<file path="src/rtl/dualexpr_pkg.sv">
package dualexpr_pkg;

    localparam int DW        = 16;
    localparam int NOPS      = 10;
    localparam int SHW       = $clog2(DW);
    localparam int DEPTH_M0  = 4;
    localparam int DEPTH_M1  = 3;
    localparam int DEPTH_MAX = (DEPTH_M0 > DEPTH_M1) ? DEPTH_M0 : DEPTH_M1;
    localparam int BUSW      = NOPS * DW;

    typedef logic [DW-1:0] word_t;

    typedef enum logic {
        ST_S0 = 1'b0,
        ST_S1 = 1'b1
    } cstate_t;

    // first stage: operands and one-cycle results
    typedef struct packed {
        word_t k0;
        word_t k1;
        word_t k2;
        word_t k3;
        word_t k4;
        word_t k5;
    } stg1_t;

    // second stage: products and carried terms
    typedef struct packed {
        word_t j0;
        word_t j1;
        word_t j2;
        word_t j3;
    } stg2_t;

    // third stage: combined term and carried factor
    typedef struct packed {
        word_t h0;
        word_t h1;
    } stg3_t;

    function automatic word_t opnd(input logic [BUSW-1:0] bus, input int idx);
        return bus[idx*DW +: DW];
    endfunction

endpackage

</file>
<file path="src/rtl/dualexpr_ctrl.sv">
module dualexpr_ctrl
    import dualexpr_pkg::*;
(
    input  logic                 clk,
    input  logic                 rst,
    input  logic                 mode_sel,
    input  logic                 in_valid,
    output cstate_t              cur_st,
    output logic [DEPTH_MAX-1:0] ld_stage,
    output logic [DEPTH_MAX-1:0] vld,
    output logic                 ld_out,
    output logic                 out_valid
);

    logic last_vld;

    always_ff @(posedge clk) begin
        if (rst) begin
            cur_st <= ST_S0;
        end else begin
            cur_st <= (cur_st == ST_S0) ? ST_S1 : ST_S0;
        end
    end

    for (genvar i = 0; i < DEPTH_MAX; i++) begin : g_stage
        localparam bit USE_M0 = (i < DEPTH_M0);
        localparam bit USE_M1 = (i < DEPTH_M1);

        // merged enable: one state-and-mode term per mode, ORed
        assign ld_stage[i] = ((cur_st == ST_S0) && !mode_sel && USE_M0)
                           || ((cur_st == ST_S0) &&  mode_sel && USE_M1);

        logic vld_in;
        if (i == 0) begin : g_head
            assign vld_in = in_valid;
        end else begin : g_link
            assign vld_in = vld[i-1];
        end

        always_ff @(posedge clk) begin
            if (rst) begin
                vld[i] <= 1'b0;
            end else if (cur_st == ST_S0) begin
                vld[i] <= vld_in && (mode_sel ? USE_M1 : USE_M0);
            end
        end
    end

    assign last_vld = mode_sel ? vld[DEPTH_M1-1] : vld[DEPTH_M0-1];
    assign ld_out   = (cur_st == ST_S1) && last_vld;

    always_ff @(posedge clk) begin
        if (rst) begin
            out_valid <= 1'b0;
        end else begin
            out_valid <= ld_out;
        end
    end

endmodule

</file>
<file path="src/rtl/dualexpr_front.sv">
module dualexpr_front
    import dualexpr_pkg::*;
(
    input  logic            mode_sel,
    input  logic [BUSW-1:0] operands,
    output stg1_t           s1_d
);

    word_t va, vb, vc, vd, ve, vf, vg, vh, vi, vj;
    word_t add0, add1, sub0, sub1, shr;

    assign va = opnd(operands, 0);
    assign vb = opnd(operands, 1);
    assign vc = opnd(operands, 2);
    assign vd = opnd(operands, 3);
    assign ve = opnd(operands, 4);
    assign vf = opnd(operands, 5);
    assign vg = opnd(operands, 6);
    assign vh = opnd(operands, 7);
    assign vi = opnd(operands, 8);
    assign vj = opnd(operands, 9);

    // shared adders, inputs steered by mode
    assign add0 = mode_sel ? (vg + vh) : (va + vb);
    assign add1 = mode_sel ? (ve + vf) : (vi + vj);
    // same sources in both modes: no steering
    assign sub0 = vc - vd;
    assign sub1 = vi - vj;
    assign shr  = vg >> vh[SHW-1:0];

    always_comb begin
        s1_d.k0 = add0;
        s1_d.k1 = sub0;
        s1_d.k2 = mode_sel ? va : ve;
        s1_d.k3 = mode_sel ? vb : vf;
        s1_d.k4 = add1;
        s1_d.k5 = mode_sel ? sub1 : shr;
    end

endmodule

</file>
<file path="src/rtl/dualexpr_mid.sv">
module dualexpr_mid
    import dualexpr_pkg::*;
(
    input  logic  mode_sel,
    input  stg1_t s1_q,
    output stg2_t s2_d
);

    word_t mul0, mul1, add2;

    assign mul0 = s1_q.k0 * (mode_sel ? s1_q.k5 : s1_q.k1);
    assign mul1 = s1_q.k2 * s1_q.k3;
    assign add2 = s1_q.k1 + s1_q.k4;

    always_comb begin
        s2_d.j0 = mul0;
        s2_d.j1 = mul1;
        s2_d.j2 = mode_sel ? add2 : s1_q.k5;
        s2_d.j3 = s1_q.k4;
    end

endmodule

</file>
<file path="src/rtl/dualexpr_tail.sv">
module dualexpr_tail
    import dualexpr_pkg::*;
(
    input  logic  mode_sel,
    input  stg2_t s2_q,
    input  stg3_t s3_q,
    output stg3_t s3_d,
    output word_t s4_d
);

    word_t add3, sub2, mul_a, mul_b, prod;

    assign add3 = s2_q.j1 + (mode_sel ? s2_q.j2 : s2_q.j0);
    assign sub2 = add3 - s2_q.j2;

    // one multiplier serves stage 3 in mode 1 and stage 4 in mode 0
    assign mul_a = mode_sel ? add3    : s3_q.h0;
    assign mul_b = mode_sel ? s2_q.j0 : s3_q.h1;
    assign prod  = mul_a * mul_b;

    always_comb begin
        s3_d.h0 = mode_sel ? prod : sub2;
        s3_d.h1 = s2_q.j3;
    end

    assign s4_d = prod;

endmodule

</file>
<file path="src/rtl/dualexpr_pipe.sv">
module dualexpr_pipe
    import dualexpr_pkg::*;
(
    input  logic            clk,
    input  logic            rst,
    input  logic            mode_sel,
    input  logic            in_valid,
    input  logic [BUSW-1:0] operands,
    output logic [DW-1:0]   result,
    output logic            out_valid
);

    cstate_t              cur_st;
    logic [DEPTH_MAX-1:0] ld_stage;
    logic [DEPTH_MAX-1:0] vld;
    logic                 ld_out;

    stg1_t s1_d, s1_q;
    stg2_t s2_d, s2_q;
    stg3_t s3_d, s3_q;
    word_t s4_d, s4_q;
    word_t res_q;

    dualexpr_ctrl u_ctrl (
        .clk      (clk),
        .rst      (rst),
        .mode_sel (mode_sel),
        .in_valid (in_valid),
        .cur_st   (cur_st),
        .ld_stage (ld_stage),
        .vld      (vld),
        .ld_out   (ld_out),
        .out_valid(out_valid)
    );

    dualexpr_front u_front (
        .mode_sel(mode_sel),
        .operands(operands),
        .s1_d    (s1_d)
    );

    dualexpr_mid u_mid (
        .mode_sel(mode_sel),
        .s1_q    (s1_q),
        .s2_d    (s2_d)
    );

    dualexpr_tail u_tail (
        .mode_sel(mode_sel),
        .s2_q    (s2_q),
        .s3_q    (s3_q),
        .s3_d    (s3_d),
        .s4_d    (s4_d)
    );

    always_ff @(posedge clk) begin
        if (ld_stage[0]) s1_q <= s1_d;
        if (ld_stage[1]) s2_q <= s2_d;
        if (ld_stage[2]) s3_q <= s3_d;
        if (ld_stage[3]) s4_q <= s4_d;
    end

    always_ff @(posedge clk) begin
        if (rst) begin
            res_q <= '0;
        end else if (ld_out) begin
            res_q <= mode_sel ? s3_q.h0 : s4_q;
        end
    end

    assign result = res_q;

endmodule

</file>
<file path="config.mk">
export PLATFORM = sky130hd
export DESIGN_NAME = dualexpr_pipe
export DESIGN_NICKNAME = d
export VERILOG_FILES = /design/src/rtl/dualexpr_pkg.sv /design/src/rtl/dualexpr_ctrl.sv /design/src/rtl/dualexpr_front.sv /design/src/rtl/dualexpr_mid.sv /design/src/rtl/dualexpr_tail.sv /design/src/rtl/dualexpr_pipe.sv
export SDC_FILE = /design/constraint.sdc
export NUM_CORES = 1
export LEC_CHECK = 0
export CAP_MARGIN = 15
export CORE_MARGIN = 8
export CORE_UTILIZATION = 50
export CTS_CLUSTER_DIAMETER = 120
export CTS_CLUSTER_SIZE = 40
export DETAILED_ROUTE_END_ITERATION = 12
export PLACE_DENSITY = 0.72
export SLEW_MARGIN = 0
export SYNTH_ARGS = -nofsm -noshare
export SYNTH_HDL_FRONTEND = slang
export SYNTH_SLANG_ARGS = --single-unit
export TNS_END_PERCENT = 5
</file>
<file path="constraint.sdc">
create_clock -name clk -period 11.6 [get_ports clk]
set_clock_uncertainty 0.1 [all_clocks]
set_input_delay 2.32 -clock clk [delete_from_list [all_inputs] [get_ports clk]]
set_output_delay 2.32 -clock clk [all_outputs]
set_load 0.1 [all_outputs]
</file>
==> impl_metrics.yaml, run 1 <==
synth:
  yosysTopAreaCell: "edfxtp_1"
  syn_inst: 2781
  ys_top_cells_by_count: "inv_1, ha_1, nand2_1, fa_1, edfxtp_1"
  synth_edf_count: 208
  synthArstFlopShare_pct: 0
  synth.net_count: 3476
  synth_ff_type: "edfxtp_1"
  synth_most_common_cell: "inv_1"
  synth_area_um2: 26580
  synth-seq-cells: 230
  avgSynthCellArea_um2: 9.557
  synth.distinct_cells: 64
  synth_top_area_share_pct: 23.50
  ys_top_cells_by_area: "edfxtp_1, fa_1, ha_1, inv_1, xnor2_1"
  ys_seq_area_share_pct: 25.16
  yosysWarnings: 0
timing:
  finalCriticalPeriod_ps: 10470
  rsz0062_at_grt: "no"
  hold_violations: 0
  slew_viol_final: 0
  fmax_ghz: 0.09552
  tightest_slew_ps: 1042
  fin_crit_sh_pct: 90.25
  final.setup.tns_ps: 0
  relSlewSlack_pct: 30.34
  hold_slack_ps: 335.1
  setup_viol: 0
job:
  drv_cap: 0
critical_path:
  required_ps: 11760
  worst_path_most_repeated_cell: "xnor2_1"
  critPathMaxStageDelay_ps: 570
  worst_ep_arrival_time_ps: 10630
  critPathMaxFanout: 45
  crit_path_end_kind: "flop"
  cp-start-kind: "input pin"
  slowest_stage: "fa_1"
  crit_type: "input pin to flop"
clock_network:
  clkTransAtPathRegs_ps: 130
  tritoncts: "built"
  cts_hold_buf: 0
  post_cts_resize_count: 0
  postCtsSetupBuffers: 0
  numCtsBuffers: 12
  cts_root_buffer: "clkbuf_16"
  insertion_delay_ps: 520
  htree_levels: 1
  clock-sinks: 230
  clk_path_buf_depth: 3
floorplan:
  fp.dieW_um: 246.6
  fp-row-count: 84
  die_h_um: 246.6
  ios: 181
  core_area_um2: 52550
  die_area_um2: 60790
  start_util_pct: 50.58
detailed_routing:
  drt_iter0_drc: 1235
  viasPerCell: 5.401
  vias: 19472
  post-route-drc-count: 0
  antenna_left: 0
  firstDrtPassIters: 6
  drt-total-wl_um: 71350
  wl_per_cell_um: 19.79
hold_path:
  holdCritPathClass: "flop to flop"
global_route:
  grt.overflow.total: 0
  grt_max_degree: 86
  antenna_found_initial: 1
  grt_pass1_vias: 20563
  grt_pass1_wl_um: 112600
  grtUsageTotal_pct: 23.54
finish:
  drive_gt1_share_pct: 4.973
  syn_to_final_growth_pct: 11.01
  nets: 3605
  final_cells: 3605
run_status:
  status: "finished, final reports clean"
placed_design:
  placed_cells: 3583
  dp_hpwl_um: 60050
  numPortBuffers: 180
  gp_congestion: 0.9613
-- cell families after synthesis --
kind of cell	count (synthesis)	synth area share (%)
AO/OA/AOI/OAI	386	8.921
multiplexers	158	6.558
buffers and inverters	554	7.881
XOR/XNOR	215	7.240
adder cells (fa/ha/maj)	531	32.03
flip-flops	230	25.16
AND/OR/NAND/NOR	707	12.21
-- layout make-up --
type	count	area [um^2]
Timing Repair Buffer	194	1918
Tap cell	688	860.8
Clock inverter	7	123.9
Antenna cell	1	2.502
Clock buffer	13	325.3
Sequential cell	230	6686
Fill cell	4569	23050
Multi-Input combinational cell	1997	17800
Inverter	475	1788
-- registers in the layout, indices dropped and copies added (netlist names) --
register	count
s2_q	64
s3_q	32
u_ctrl.out_valid	1
s4_q	16
s1_q	96
u_ctrl.g_stage.vld_in	3
u_ctrl.vld	1
u_ctrl.cur_st	1
result	16
-- worst max-delay path: cells and delay by family --
family,cells,cell delay [ps]
and+or+nand+nor,2,150
xor gates and xnor gates,12,2380
buffers and inverters,2,400
muxes,2,540
adders and majority gates,7,3220
AOI/OAI and AO/OA,8,1570
-- placed cells by master (no fill, tap or decap), types with 4 or more instances in the layout --
cell	instances
o21bai_1	31
nor2_1	193
a21oi_1	127
a31oi_1	5
and2_1	105
o31ai_1	10
ha_1	282
edfxtp_1	208
and3_1	6
or2_2	13
mux2i_1	67
a21o_1	32
nor3_1	13
nand4_1	4
a21boi_0	20
o211ai_1	6
dfxtp_1	22
buf_4	13
nand2b_1	28
inv_1	471
o21ai_0	94
or3_1	10
o21a_1	12
a211oi_1	20
nor2b_1	47
nand3_1	11
fa_1	249
xor2_1	46
xnor2_1	166
mux2_2	86
clkdlybuf4s50_1	179
o22ai_1	5
nand2_1	268
clkbuf_16	13
-- per-layer routing --
metal / up-vias / GRT usage (%) / part of all wire [%]
li1: 9281 / - / -
met1: 9536 / 29.68 / 42
met2: 552 / 42.02 / 50
met3: 101 / 2.707 / 4.9
met4: 2 / 6.980 / 3.1
met5: - / 0 / 0.018
-- worst paths after layout --
check | startpoint | to | slack [ps] | cells past startpoint
worst max-delay path | mode_sel | s3_q[31] | 1130 | 33
worst min-delay path | s2_q[7] | s3_q[7] | 340 | 0
worst max register to register | s2_q[49] | s3_q[31] | 2840 | 32
worst min register to register | s2_q[7] | s3_q[7] | 340 | 0
-- through the flow --
step	util, %	cell area (um^2)	setup WS (ps)
2_1_floorplan	-	26580	9.258
3_3_place_gp	55.26	29040	682.6
3_5_place_dp	55.26	29040	619.3
4_1_cts	56.11	29490	1158
5_1_grt	56.14	29500	608.8
6_report	56.15	29500	1131
Power of run 1 is left out: the tool's default activity adds up to more than one toggle a clock period on the data nets, which glitch-free logic cannot reach.
==> inputs of run 2 (changes only) <==
Settings changed: CTS_CLUSTER_SIZE 40 to default, PLACE_DENSITY 0.72 to 0.69.
Clock period 11.6 ns to 9.7 ns, I/O delays scaled along.
==> impl_metrics.yaml, run 2 (synthesis results as in run 1) <==
run_status:
  status: "finished, final reports clean"
critical_path:
  crit_path_end_kind: "flop"
  worst_ep_arrival_time_ps: 9320
  worst_path_most_repeated_cell: "xnor2_1"
  crit_type: "input pin to flop"
  critPathMaxFanout: 15
  required_ps: 9880
  cp-start-kind: "input pin"
  slowest_stage: "fa_1"
  critPathMaxStageDelay_ps: 540
finish:
  seq_area_um2: 6686
  top_regs: "s1_q: 96 flops, s2_q: 64 flops, s3_q: 32 flops"
  nets: 3642
  layout_common_cells: "inv_1, ha_1, nand2_1"
  antenna_cells: 0
  fill_cells: 4590
  largest_reg_flops: 96
  top_register: "s1_q"
  syn_to_final_growth_pct: 13.95
  drive_gt1_share_pct: 7.174
  final_common_cell: "inv_1"
  final_area_um2: 30290
  utilization_pct: 57.63
  multiInputGateArea_um2: 17930
timing:
  fin_ws_ps: 562.4
  tightest_slew_ps: 1043
  setup_viol: 0
  relSlewSlack_pct: 30.47
  fmax_ghz: 0.1094
  slew_viol_final: 0
  finalCriticalPeriod_ps: 9138
  rsz0062_at_grt: "no"
  hold_violations: 0
  final.setup.tns_ps: 0
  fin_crit_sh_pct: 94.20
detailed_routing:
  firstDrtPassIters: 5
  drt-total-wl_um: 72710
  drt_iter0_drc: 1178
  viasPerCell: 5.397
  post-route-drc-count: 0
  antenna_left: 0
  wl_per_cell_um: 19.88
  vias: 19738
global_route:
  grt_max_degree: 130
  grt_pass1_vias: 20747
  antenna_found_initial: 0
  grt_pass1_wl_um: 114500
  grt.overflow.total: 0
  grtUsageTotal_pct: 23.97
floorplan:
  core_area_um2: 52550
  die_area_um2: 60790
  ios: 181
  start_util_pct: 50.58
  fp.dieW_um: 246.6
  die_h_um: 246.6
  fp-row-count: 84
job:
  drv_cap: 0
clock_network:
  insertion_delay_ps: 560
  clock-sinks: 230
  numCtsBuffers: 28
  clkTransAtPathRegs_ps: 60
  clk_path_buf_depth: 3
  post_cts_resize_count: 0
  cts_hold_buf: 0
  htree_levels: 1
  tritoncts: "built"
  cts_root_buffer: "clkbuf_16"
  postCtsSetupBuffers: 0
placed_design:
  placed_area_um2: 29330
  numPortBuffers: 180
  dp_hpwl_um: 61480
  pre_cts_slack_ps: -17.73
  gp_congestion: 0.9752
hold_path:
  holdCritPathClass: "flop to flop"
[run 2: layout make-up]
| cell class | count | area share, % |
|---|---|---|
| Clock buffer | 36 | 2.689 |
| Clock inverter | 16 | 0.4131 |
| Inverter | 475 | 5.912 |
| Multi-Input combinational cell | 1997 | 59.21 |
| Sequential cell | 230 | 22.08 |
| Tap cell | 688 | 2.842 |
| Timing Repair Buffer | 215 | 6.854 |
[run 2: path summary, 6_finish.rpt]
check / endpoint / start / slack (ps) / cells after the start
min: s3_q[12] / s2_q[12] / 320 / 0
max: s3_q[31] / mode_sel / 560 / 33
min reg2reg: s3_q[12] / s2_q[12] / 320 / 0
max reg2reg: s3_q[31] / s2_q[49] / 1630 / 32
[run 2: per-stage QoR]
step                      cells  hold WS [ps]
after floorplan            2781         300.3
after global placement     3604         302.4
after detailed placement   3604         304.5
after CTS                  3656         317.5
after global routing       3657         330.1
final                      3657         319.3
[run 2: critical path: cells and delay by family]
| kind | cells | cell delay (ps) |
|---|---|---|
| adder cells (fa/ha/maj) | 7 | 3150 |
| multiplexers | 2 | 430 |
| AND/OR/NAND/NOR | 2 | 140 |
| XOR/XNOR | 12 | 2020 |
| AO/OA/AOI/OAI | 8 | 1360 |
| buffers and inverters | 2 | 250 |
[run 2: layer usage]
layer,track usage [%],vias to the layer above,routed length [um]
li1,-,9369,-
met1,29.47,9615,29770
met2,42.40,630,36120
met3,3.281,124,3890
met4,9.041,0,2928
met5,0,-,0
Power of run 2 is left out for the same reason.
==> inputs of run 3 (changes only) <==
Settings changed: GPL_ROUTABILITY_DRIVEN from default to 0.
==> impl_metrics.yaml, run 3 (synthesis results as in run 1) <==
placed_design:
  placed_cells: 3597
  dp_hpwl_um: 58220
  numPortBuffers: 180
  placed_area_um2: 29290
finish:
  antenna_cells: 0
  drive_gt1_share_pct: 6.856
  syn_to_final_growth_pct: 13.61
  nets: 3634
  layout_common_cells: "inv_1, ha_1, nand2_1"
  top_register: "s1_q"
  final_common_cell: "inv_1"
  top_regs: "s1_q: 96 flops, s2_q: 64 flops, s3_q: 32 flops"
  largest_reg_flops: 96
  final_area_um2: 30200
  final_cells: 3649
hold_path:
  worstHoldPathCells: 0
  min_from: "s2_q[7]"
  holdCritPathClass: "flop to flop"
  hold_end: "s3_q[7]"
clock_network:
  htree_levels: 1
  tritoncts: "built"
  clock-sinks: 230
  clk_path_buf_depth: 3
  post_cts_resize_count: 0
  insertion_delay_ps: 580
  clkTransAtPathRegs_ps: 60
  cts_hold_buf: 0
  numCtsBuffers: 28
  cts_root_buffer: "clkbuf_16"
  postCtsSetupBuffers: 0
timing:
  fmax_ghz: 0.1078
  rsz0062_at_grt: "no"
  hold_violations: 0
  relSlewSlack_pct: 26.27
  fin_crit_sh_pct: 95.60
  finalCriticalPeriod_ps: 9273
  setup_viol: 0
  slew_viol_final: 0
  tightest_slew_ps: 1105
critical_path:
  critPathMaxFanout: 17
  cp-start-kind: "input pin"
  r2r_cells: 32
  timing.rr.start: "s2_q[49]"
  slowest_stage: "fa_1"
  crit_type: "input pin to flop"
  crit_path_end_kind: "flop"
  r2r_end: "s3_q[31]"
  worst_path_most_repeated_cell: "xnor2_1"
  required_ps: 9890
  worst_ep_arrival_time_ps: 9460
  ff2ff_setup_slack_ps: 1510
  critPathMaxStageDelay_ps: 550
floorplan:
  core_area_um2: 52550
  die_h_um: 246.6
  die_area_um2: 60790
  fp.dieW_um: 246.6
  ios: 181
  start_util_pct: 50.58
  fp-row-count: 84
run_status:
  status: "finished, final reports clean"
global_route:
  grt_pass1_vias: 20582
  grt.overflow.total: 0
  grt_max_degree: 142
  grtUsageTotal_pct: 22.61
  grt_pass1_wl_um: 108800
  antenna_found_initial: 0
detailed_routing:
  drt-total-wl_um: 69400
  wl_per_cell_um: 19.02
  antenna_left: 0
  viasPerCell: 5.405
  firstDrtPassIters: 6
  drt_iter0_drc: 1075
  post-route-drc-count: 0
  vias: 19723
job:
  drv_cap: 0
[run 3: cell types whose count changed in the layout (fill, tap and decap cells not counted), sizes merged]
cell      before  now
buf           35   27
clkinvlp       1    3
clkbuf        37   36
clkinv        11   10
[run 3: routing by layer]
layer / vias up / share of wire [%] / wire, um / GRT usage, %
li1: 9367 / - / - / -
met1: 9515 / 40 / 27560 / 26.79
met2: 668 / 49 / 34130 / 39.84
met3: 173 / 6.0 / 4144 / 3.855
met4: 0 / 5.2 / 3575 / 10.18
met5: - / 0 / 0 / 0
[run 3: area by class of cell]
class	instances	area, um^2
Fill cell	4573	22360
Clock inverter	17	146.4
Clock buffer	35	757.0
Multi-Input combinational cell	1997	17930
Tap cell	688	860.8
Timing Repair Buffer	207	2021
Sequential cell	230	6686
Inverter	475	1790
[run 3: worst max path at each step]
stage                     endpoint     start  slack (ps)  cells after the start
after CTS                 s3_q[31]  mode_sel         490                     33
after global routing      s3_q[31]  mode_sel          60                     33
after global placement    s3_q[31]  mode_sel         100                     33
after detailed placement  s3_q[31]  mode_sel        -130                     33
after floorplan           s3_q[31]  mode_sel        -290                     39
final                     s3_q[31]  mode_sel         430                     33
[run 3: worst max-delay path, delay by kind of cell]
kind / cells / cell delay [ps]
compound gates: 8 / 1420
xor+xnor: 12 / 1990
fa+ha+maj: 7 / 3210
buf+inv: 2 / 260
mux: 2 / 470
simple gates: 2 / 150
[run 3: per-stage QoR]
step                setup slack (ps)  util, %  hold WS (ps)  setup TNS [ps]
finish                         427.2    57.46         307.4               0
global route                   55.40    57.46         318.6               0
CTS                            486.8    57.46         311.5               0
detailed placement            -133.4    55.74         304.5          -133.4
global placement               104.9    55.74         303.3               0
floorplan                     -285.7        -         300.3          -461.0
Power of run 3 is left out for the same reason.
